===== src/rtl/smbus_target.sv =====
module smbus_target #(
  parameter logic [6:0] DEV_ADDR       = 7'h4C,
  parameter int         TIMEOUT_CYCLES = 2_500_000
) (
  input  logic       clk,
  input  logic       rst_n,
  input  logic       scl_i,
  input  logic       sda_i,
  input  logic       timeout_en,
  input  logic [7:0] rd_byte,
  input  logic       rd_last,
  output logic       sda_oe,
  output logic       wr_stb,
  output logic [7:0] wr_byte,
  output logic       wr_first,
  output logic       wr_pec_ok,
  output logic       rd_stb
);
  localparam int TO_W = $clog2(TIMEOUT_CYCLES + 1);

  typedef enum logic [2:0] {S_IDLE, S_ADDR, S_AACK, S_WR, S_WACK, S_RD, S_RACK} st_t;

  function automatic logic [7:0] crc8(input logic [7:0] c, input logic [7:0] d);
    logic [7:0] r;
    r = c ^ d;
    for (int i = 0; i < 8; i++) r = r[7] ? ({r[6:0], 1'b0} ^ 8'h07) : {r[6:0], 1'b0};
    return r;
  endfunction

  logic [1:0] scl_m, sda_m;
  logic scl_s, sda_s, scl_q, sda_q;
  st_t state;
  logic [3:0] cnt;
  logic [7:0] sh, txb, crc;
  logic rw, first, last, pec_done, mack, in_txn;
  logic [TO_W-1:0] to_cnt;

  assign scl_s = scl_m[1];
  assign sda_s = sda_m[1];

  wire start_det = scl_s & scl_q & sda_q & ~sda_s;
  wire stop_det  = scl_s & scl_q & ~sda_q & sda_s;
  wire scl_rise  = scl_s & ~scl_q;
  wire scl_fall  = ~scl_s & scl_q;
  wire quiet     = (scl_s == scl_q) && (sda_s == sda_q);
  wire tmo_hit   = timeout_en && quiet && (to_cnt == TO_W'(TIMEOUT_CYCLES - 1));

  always_ff @(posedge clk or negedge rst_n) begin
    if (!rst_n) begin
      scl_m <= 2'b11;
      sda_m <= 2'b11;
      scl_q <= 1'b1;
      sda_q <= 1'b1;
      to_cnt <= '0;
    end else begin
      scl_m <= {scl_m[0], scl_i};
      sda_m <= {sda_m[0], sda_i};
      scl_q <= scl_s;
      sda_q <= sda_s;
      if (!timeout_en || !quiet) to_cnt <= '0;
      else if (to_cnt != TO_W'(TIMEOUT_CYCLES)) to_cnt <= to_cnt + 1'b1;
    end
  end

  always_ff @(posedge clk or negedge rst_n) begin
    if (!rst_n) begin
      state <= S_IDLE;
      cnt <= '0;
      sh <= '0;
      txb <= '0;
      crc <= '0;
      rw <= 1'b0;
      first <= 1'b0;
      last <= 1'b0;
      pec_done <= 1'b0;
      mack <= 1'b0;
      in_txn <= 1'b0;
      sda_oe <= 1'b0;
      wr_stb <= 1'b0;
      wr_byte <= '0;
      wr_first <= 1'b0;
      wr_pec_ok <= 1'b0;
      rd_stb <= 1'b0;
    end else begin
      wr_stb <= 1'b0;
      rd_stb <= 1'b0;
      if (tmo_hit) begin
        state <= S_IDLE;
        sda_oe <= 1'b0;
        in_txn <= 1'b0;
      end else if (start_det) begin
        state <= S_ADDR;
        cnt <= '0;
        sda_oe <= 1'b0;
        in_txn <= 1'b1;
        if (!in_txn) crc <= 8'h00;
      end else if (stop_det) begin
        state <= S_IDLE;
        sda_oe <= 1'b0;
        in_txn <= 1'b0;
      end else begin
        case (state)
          S_ADDR: begin
            if (scl_rise) begin
              sh <= {sh[6:0], sda_s};
              cnt <= cnt + 4'd1;
            end else if (scl_fall && cnt == 4'd8) begin
              if (sh[7:1] == DEV_ADDR) begin
                rw <= sh[0];
                crc <= crc8(crc, sh);
                sda_oe <= 1'b1;
                state <= S_AACK;
              end else begin
                state <= S_IDLE;
              end
            end
          end
          S_AACK: if (scl_fall) begin
            cnt <= '0;
            if (rw) begin
              rd_stb <= 1'b1;
              txb <= rd_byte;
              last <= rd_last;
              pec_done <= 1'b0;
              sda_oe <= ~rd_byte[7];
              state <= S_RD;
            end else begin
              sda_oe <= 1'b0;
              first <= 1'b1;
              state <= S_WR;
            end
          end
          S_WR: begin
            if (scl_rise) begin
              sh <= {sh[6:0], sda_s};
              cnt <= cnt + 4'd1;
            end else if (scl_fall && cnt == 4'd8) begin
              wr_stb <= 1'b1;
              wr_byte <= sh;
              wr_first <= first;
              wr_pec_ok <= (sh == crc);
              first <= 1'b0;
              crc <= crc8(crc, sh);
              sda_oe <= 1'b1;
              state <= S_WACK;
            end
          end
          S_WACK: if (scl_fall) begin
            sda_oe <= 1'b0;
            cnt <= '0;
            state <= S_WR;
          end
          S_RD: begin
            if (scl_rise) cnt <= cnt + 4'd1;
            else if (scl_fall) begin
              if (cnt == 4'd8) begin
                sda_oe <= 1'b0;
                crc <= crc8(crc, txb);
                state <= S_RACK;
              end else begin
                sda_oe <= ~txb[~cnt[2:0]];
              end
            end
          end
          S_RACK: begin
            if (scl_rise) mack <= ~sda_s;
            else if (scl_fall) begin
              if (mack) begin
                cnt <= '0;
                state <= S_RD;
                if (pec_done) begin
                  txb <= 8'hFF;
                  sda_oe <= 1'b0;
                end else if (last) begin
                  txb <= crc;
                  sda_oe <= ~crc[7];
                  pec_done <= 1'b1;
                end else begin
                  rd_stb <= 1'b1;
                  txb <= rd_byte;
                  last <= rd_last;
                  sda_oe <= ~rd_byte[7];
                end
              end else begin
                state <= S_IDLE;
              end
            end
          end
          default: ;
        endcase
      end
    end
  end
endmodule


===== config.mk =====
export PLATFORM = sky130hd
export DESIGN_NAME = smbus_target
export DESIGN_NICKNAME = d
export VERILOG_FILES = /design/src/rtl/smbus_target.sv
export SDC_FILE = /design/constraint.sdc
export NUM_CORES = 1
export LEC_CHECK = 0
export ABC_AREA = 1
export BUFFER_PORTS_ARGS = -buffer_cell sky130_fd_sc_hd__buf_2
export CORE_ASPECT_RATIO = 2
export CORE_MARGIN = 8
export CORE_UTILIZATION = 62
export CTS_CLUSTER_DIAMETER = 60
export CTS_CLUSTER_SIZE = 10
export DETAILED_ROUTE_END_ITERATION = 8
export PLACE_DENSITY = 0.81
export SLEW_MARGIN = 0
export SYNTH_ARGS = -nofsm -noshare
export SYNTH_HDL_FRONTEND = slang
export SYNTH_SLANG_ARGS = --single-unit

===== constraint.sdc =====
create_clock -name clk -period 2.38 [get_ports clk]
set_input_delay 0.238 -clock clk [delete_from_list [all_inputs] [get_ports clk]]
set_output_delay 0.238 -clock clk [all_outputs]
set_load 0.05 [all_outputs]

# [Word-level counts from Yosys, hierarchy flattened]
# Index checks and enable logic that the tools add are counted.
[word_totals] register_bits=78 word_cells=267
[op_classes] n_addsub=2 order_cmp=1 n_eq_ne=50 mux=127 bitwise_logic=37 n_reduce_logical=28
[ops] cell="two-way mux 8 bit" count=18
[ops] cell="two-way mux 3 bit" count=32
[ops] cell="inequality test 5 bit, second input constant" count=13
[ops] cell="two-way mux 1 bit" count=57
[ops] cell="NOT 3 bit" count=17
[ops] cell="two-way mux 22 bit" count=2
[ops] cell="inequality test 3 bit, second input constant" count=11
[ops] cell="two-way mux 4 bit" count=7
[ops] cell="one-hot mux 8 bit (3 select lines)" count=1
[ops] cell="AND reduction 12 bit" count=2
[ops] cell="adder 22 x 1 -> 22 bit, second input constant" count=1
[ops] cell="== test 22 bit, second input constant" count=1
[ops] cell="inequality test 2 bit, second input constant" count=11
[ops] cell="inequality test 22 bit, second input constant" count=1
[ops] cell="one-hot mux 3 bit (6 select lines)" count=1
[ops] cell="one-hot mux 8 bit (2 select lines)" count=1
[ops] cell="AND reduction 8 bit" count=2
[ops] cell="bitwise XOR 8 bit" count=2
[ops] cell="AND reduction 13 bit" count=1
[ops] cell="one-hot mux 4 bit (3 select lines)" count=1
[ops] cell="NOT 1 bit" count=11
[ops] cell="AND reduction 10 bit" count=1
[ops] cell="AND reduction 5 bit" count=2
[ops] cell="== test 3 bit, second input constant" count=3
[ops] cell="26 further kinds" count=46

# [Depth between registers and ports, before layout]
[depth] ltp_word=23 ltp_mapped=13 depth_no_buf=13

# [Worst setup path before layout]
# No wires, ideal clock.
[synth_path] path_kind="register -> register" from="reg scl_m[1]" to="reg wr_first" t_arrival_ns=1.687 required_ns=2.262 path_slack_ns=0.575 path_stages_with_launch=14 path_buffers=1 synth_period_minus_slack_ns=1.805 cell_sequence="dfstp_2 > inv_1 > ha_1 > nand2_1 > nand3b_1 > nor2_1 > nand2_2 > nand3_2 > nor2_2 > nand2_1 > buf_4 > inv_2 > nand2_1 > nand2_1"
[synth_via] elab_chain_len=6 word_cells_on_any_way=18
[synth_rtl] item="from (decl)" line="30" rtl="logic [1:0] scl_m, sda_m;"
[synth_rtl] item="from (signal assigned)" line="56" rtl="scl_m <= {scl_m[0], scl_i};"
[synth_rtl] item="== test 1 bit" line="45" rtl="wire quiet = (scl_s == scl_q) && (sda_s == sda_q);"
[synth_rtl] item="logical AND 1 bit" line="45"
[synth_rtl] item="logical AND 1 bit (2 in series)" line="46" rtl="wire tmo_hit = timeout_en && quiet && (to_cnt == TO_W'(TIMEOUT_CYCLES - 1));"
[synth_rtl] item="NOT 1 bit (no line)"
[synth_rtl] item="AND reduction 6 bit (no line) *"
[synth_rtl] item="to (signal assigned)" line="140" rtl="wr_first <= first;"
[synth_rtl] item="to (decl)" line="15" rtl="output logic wr_first,"
# Every way passes the cells marked *; elsewhere a longest branch is shown, timed or not.
# A chain may end at the register's enable or synchronous reset.

# [Final worst setup path]
[layout_path] from="reg state[2]" to="reg pec_done"
[layout_via] elab_chain_len=3 word_cells_on_any_way=10
[layout_rtl] item="from (decl)" line="32" rtl="st_t state;"
[layout_rtl] item="from (signal assigned)" line="67" rtl="state <= S_IDLE;"
[layout_rtl] item="from (signal assigned)" line="88" rtl="state <= S_IDLE;"
[layout_rtl] item="from (signal assigned)" line="92" rtl="state <= S_ADDR;"
[layout_rtl] item="== test 3 x 2 -> 1 bit or == test 3 bit (tied branches)" line="102" rtl="case (state)"
[layout_rtl] item="inequality test 2 bit (no line) or nonzero test 2 bit (tied branches)"
[layout_rtl] item="AND reduction 9 bit (no line)"
[layout_rtl] item="to (signal assigned)" line="75" rtl="pec_done <= 1'b0;"
[layout_rtl] item="to (signal assigned)" line="124" rtl="pec_done <= 1'b0;"
[layout_rtl] item="to (signal assigned)" line="177" rtl="pec_done <= 1'b1;"
[layout_rtl] item="to (decl)" line="35" rtl="logic rw, first, last, pec_done, mack, in_txn;"
# Parallel ways exist; a longest one is shown, timed or not.

==> results.json <==
{
  "outcome": "complete, no violations",
  "grt_overflow": 0,
  "insertion_delay_ns": 0.34,
  "final.setup.tns_ns": 0,
  "synth.top_cells.by_area": "dfrtp_1 38%, nand2_1 16%, inv_1 5.8%",
  "critPathTopFamily": "simple AND/OR/NAND/NOR gates",
  "rows": 45,
  "syn_area_um2": 4800,
  "ys_warn_count": 0,
  "arrival_ns": 2.35,
  "rsz0062_at_grt": "false",
  "area_growth_pct": 12.0,
  "grt_pass1_wl_um": 21500,
  "clock-root-buffer": "clkbuf_16",
  "synth_ff_type": "dfrtp_1",
  "initial_utilization_pct": 63.7,
  "cpPeakStageDelay_ns": 0.59,
  "grt_antenna_before_repair": 0,
  "final-max-slew-violation-count": 0,
  "synth_cell_type_count": 36,
  "cts_buffers": 9,
  "met1Wirelength_um": 4640,
  "wirelength_um": 13300,
  "crit_path_start_kind": "flop",
  "drv_cap": 0,
  "antenna_cells": 0,
  "wl_met3_um": 412,
  "ant_nets": 0,
  "grt_max_degree": 79,
  "netlist_instances": 669,
  "dr.pass1.iters": 6,
  "drt_iter0_drc": 267,
  "fin_total_pwr_mw": 4.94,
  "synth_edf_count": 0,
  "post-cts-setup-buffers": 0,
  "grt_pass1_vias": 4562,
  "peakVddDrop_uv": 570,
  "fin_crit_ns": 2.09,
  "min_path_type": "primary input to async pin",
  "cts_tree": "done",
  "fin_skew_ns": 0.00783,
  "die-area_um2": 11000,
  "synthArstFlopShare_pct": 100,
  "finalWorstSetupSlack_ns": 0.290,
  "cp_slowest_cell": "dfrtp_1",
  "grt_usage_pct": 24.8,
  "ys_ff_latch": 78,
  "dp_hpwl_um": 10300,
  "worst-path-buf-inv": 3,
  "ios": 27,
  "max_freq_mhz": 478,
  "wire_per_inst_um": 16.6,
  "die_width_um": 78.2,
  "synth_common_cells": "211 x nand2_1, 74 x inv_1, 72 x dfrtp_1",
  "cts_buffer_depth": 2,
  "postSynthNetCount": 693,
  "drcViolationCount": 0,
  "core_area_um2": 7540,
  "yosys.area.top_type": "dfrtp_1",
  "clock-sinks": 78,
  "worst_pin_slew_ns": 1.01,
  "p_leak_nw": 2.64,
  "yosysTopAreaCellShare_pct": 37.5,
  "routed.top_layer": "met4",
  "drive_above_1_share_pct": 14.6,
  "vias": 4561,
  "gp_congestion": 1.09,
  "yosysSeqAreaShare_pct": 40.8,
  "relSlewSlack_pct": 32.4,
  "crit_chain": "inv_1 > nand2_2 > inv_2 > nand2_1 > nand4_1 > nor2_2 > nand2_4 > inv_2 > nand2_1 > o21ai_1",
  "cp-end-kind": "flop",
  "cts-htree-levels": 3,
  "synth_most_common_cell": "nand2_1",
  "p_per_area_nw_per_um2": 918,
  "final_net_count": 730,
  "crit_type": "flop to flop",
  "critPathMaxFanout": 14,
  "setup_viol": 0,
  "path_clk_slew_ns": 0.06,
  "period_share_pct": 87.8,
  "fillers": 639,
  "place_ws_ns": 0.355,
  "hold_viol": 0,
  "worstPathRequired_ns": 2.64,
  "io_buffers": 26,
  "die_h_um": 140,
  "via_per_inst": 5.67,
  "route.met2.wl_um": 7450,
  "synth.avg_cell_area_um2": 7.18
}
[state kept, by name, summed over array words and instances (netlist names)]
| register | cells |
|---|---|
| to_cnt | 22 |
| crc | 8 |
| sh | 8 |
| txb | 8 |
| wr_byte | 8 |
| cnt | 4 |
| state | 3 |
| scl_m | 2 |
| sda_m | 2 |
| first | 1 |
| in_txn | 1 |
| last | 1 |
| mack | 1 |
| pec_done | 1 |
| rd_stb | 1 |
| rw | 1 |
| scl_q | 1 |
| sda_oe | 1 |
| sda_q | 1 |
| wr_first | 1 |
| wr_pec_ok | 1 |
| wr_stb | 1 |
[cells in the final DEF (no fill, tap or decap), types with 7 or more instances in the layout]
cell type	count
inv_2	13
nand3_1	43
xnor2_1	11
buf_4	12
ha_1	10
inv_1	74
nand4_1	9
nand2_1	211
dfrtp_1	72
nor2_2	7
clkbuf_16	9
o21ai_0	38
a21oi_1	28
nor3_1	10
nor2_1	44
o21ai_1	27
buf_2	25
[worst register-to-register path: cells and delay by family (launching register included)]
| kind | cells | cell delay (ns) |
|---|---|---|
| buf+inv | 3 | 0.37 |
| compound gates | 1 | 0.09 |
| simple gates | 6 | 0.98 |
| flops | 1 | 0.59 |
[through the flow]
stage	hold slack, ns	instance area [um2]	util [%]	std cells
floorplan	-0.0576	4800	-	669
CTS	0.100	5380	71.3	805
global route	0.140	5380	71.3	805
finish	0.0626	5380	71.3	805
global placement	0.343	5060	67.1	787
detailed placement	0.345	5060	67.1	787
[worst paths after layout]
| kind | slack (ns) | endpoint | cells after the start | from |
|---|---|---|---|---|
| min in group clk | 0.19 | last | 3 | rd_last |
| max | 0.29 | pec_done | 10 | state[2] |
| min | 0.06 | sh[2] | 1 | rst_n |
| max in group asynchronous | 1.65 | txb[4] | 1 | rst_n |
| min reg2reg | 0.36 | sda_m[1] | 0 | sda_m[0] |
| max reg2reg | 0.29 | pec_done | 10 | state[2] |
[where the power goes]
group	total [mW]	leakage (nW)	switching [mW]	internal [mW]
Clock	1.38	0.139	0.562	0.820
Sequential	1.71	1.04	0.236	1.47
Combinational	1.85	1.46	1.21	0.632
[layer usage]
| layer | track usage, % | vias up |
|---|---|---|
| li1 | - | 2238 |
| met1 | 22.7 | 2140 |
| met2 | 46.4 | 124 |
| met3 | 4.55 | 59 |
| met4 | 17.7 | 0 |
| met5 | 0 | - |
[layout make-up]
class                      count  area, um2  share of cell area, %
tap                           94        118                   2.19
sequential                    78       1960                   36.4
multi-input combinational    491       2440                   45.4
clock inverter                 6       71.3                   1.33
clock buffer                  10        229                   4.25
inverter                      87        327                   6.07
timing repair buffer          39        235                   4.37
[logic make-up after synthesis]
group / count (synthesis) / synth area share [%]
and+or+nand+nor: 352 / 32.3
AOI/OAI and AO/OA: 112 / 12.8
buffers and inverters: 100 / 8.39
DFF: 78 / 40.8
xor gates and xnor gates: 17 / 3.10
adders and majority gates: 10 / 2.60
[repair_timing]
action                                  4_1_cts  5_1_grt
endpoints found under the setup margin        0        0
hold buffers                                  2        0
hold endpoints to repair                      2        0
resized for setup                             0        0
Note: power is estimated with default switching activity, not from simulation.
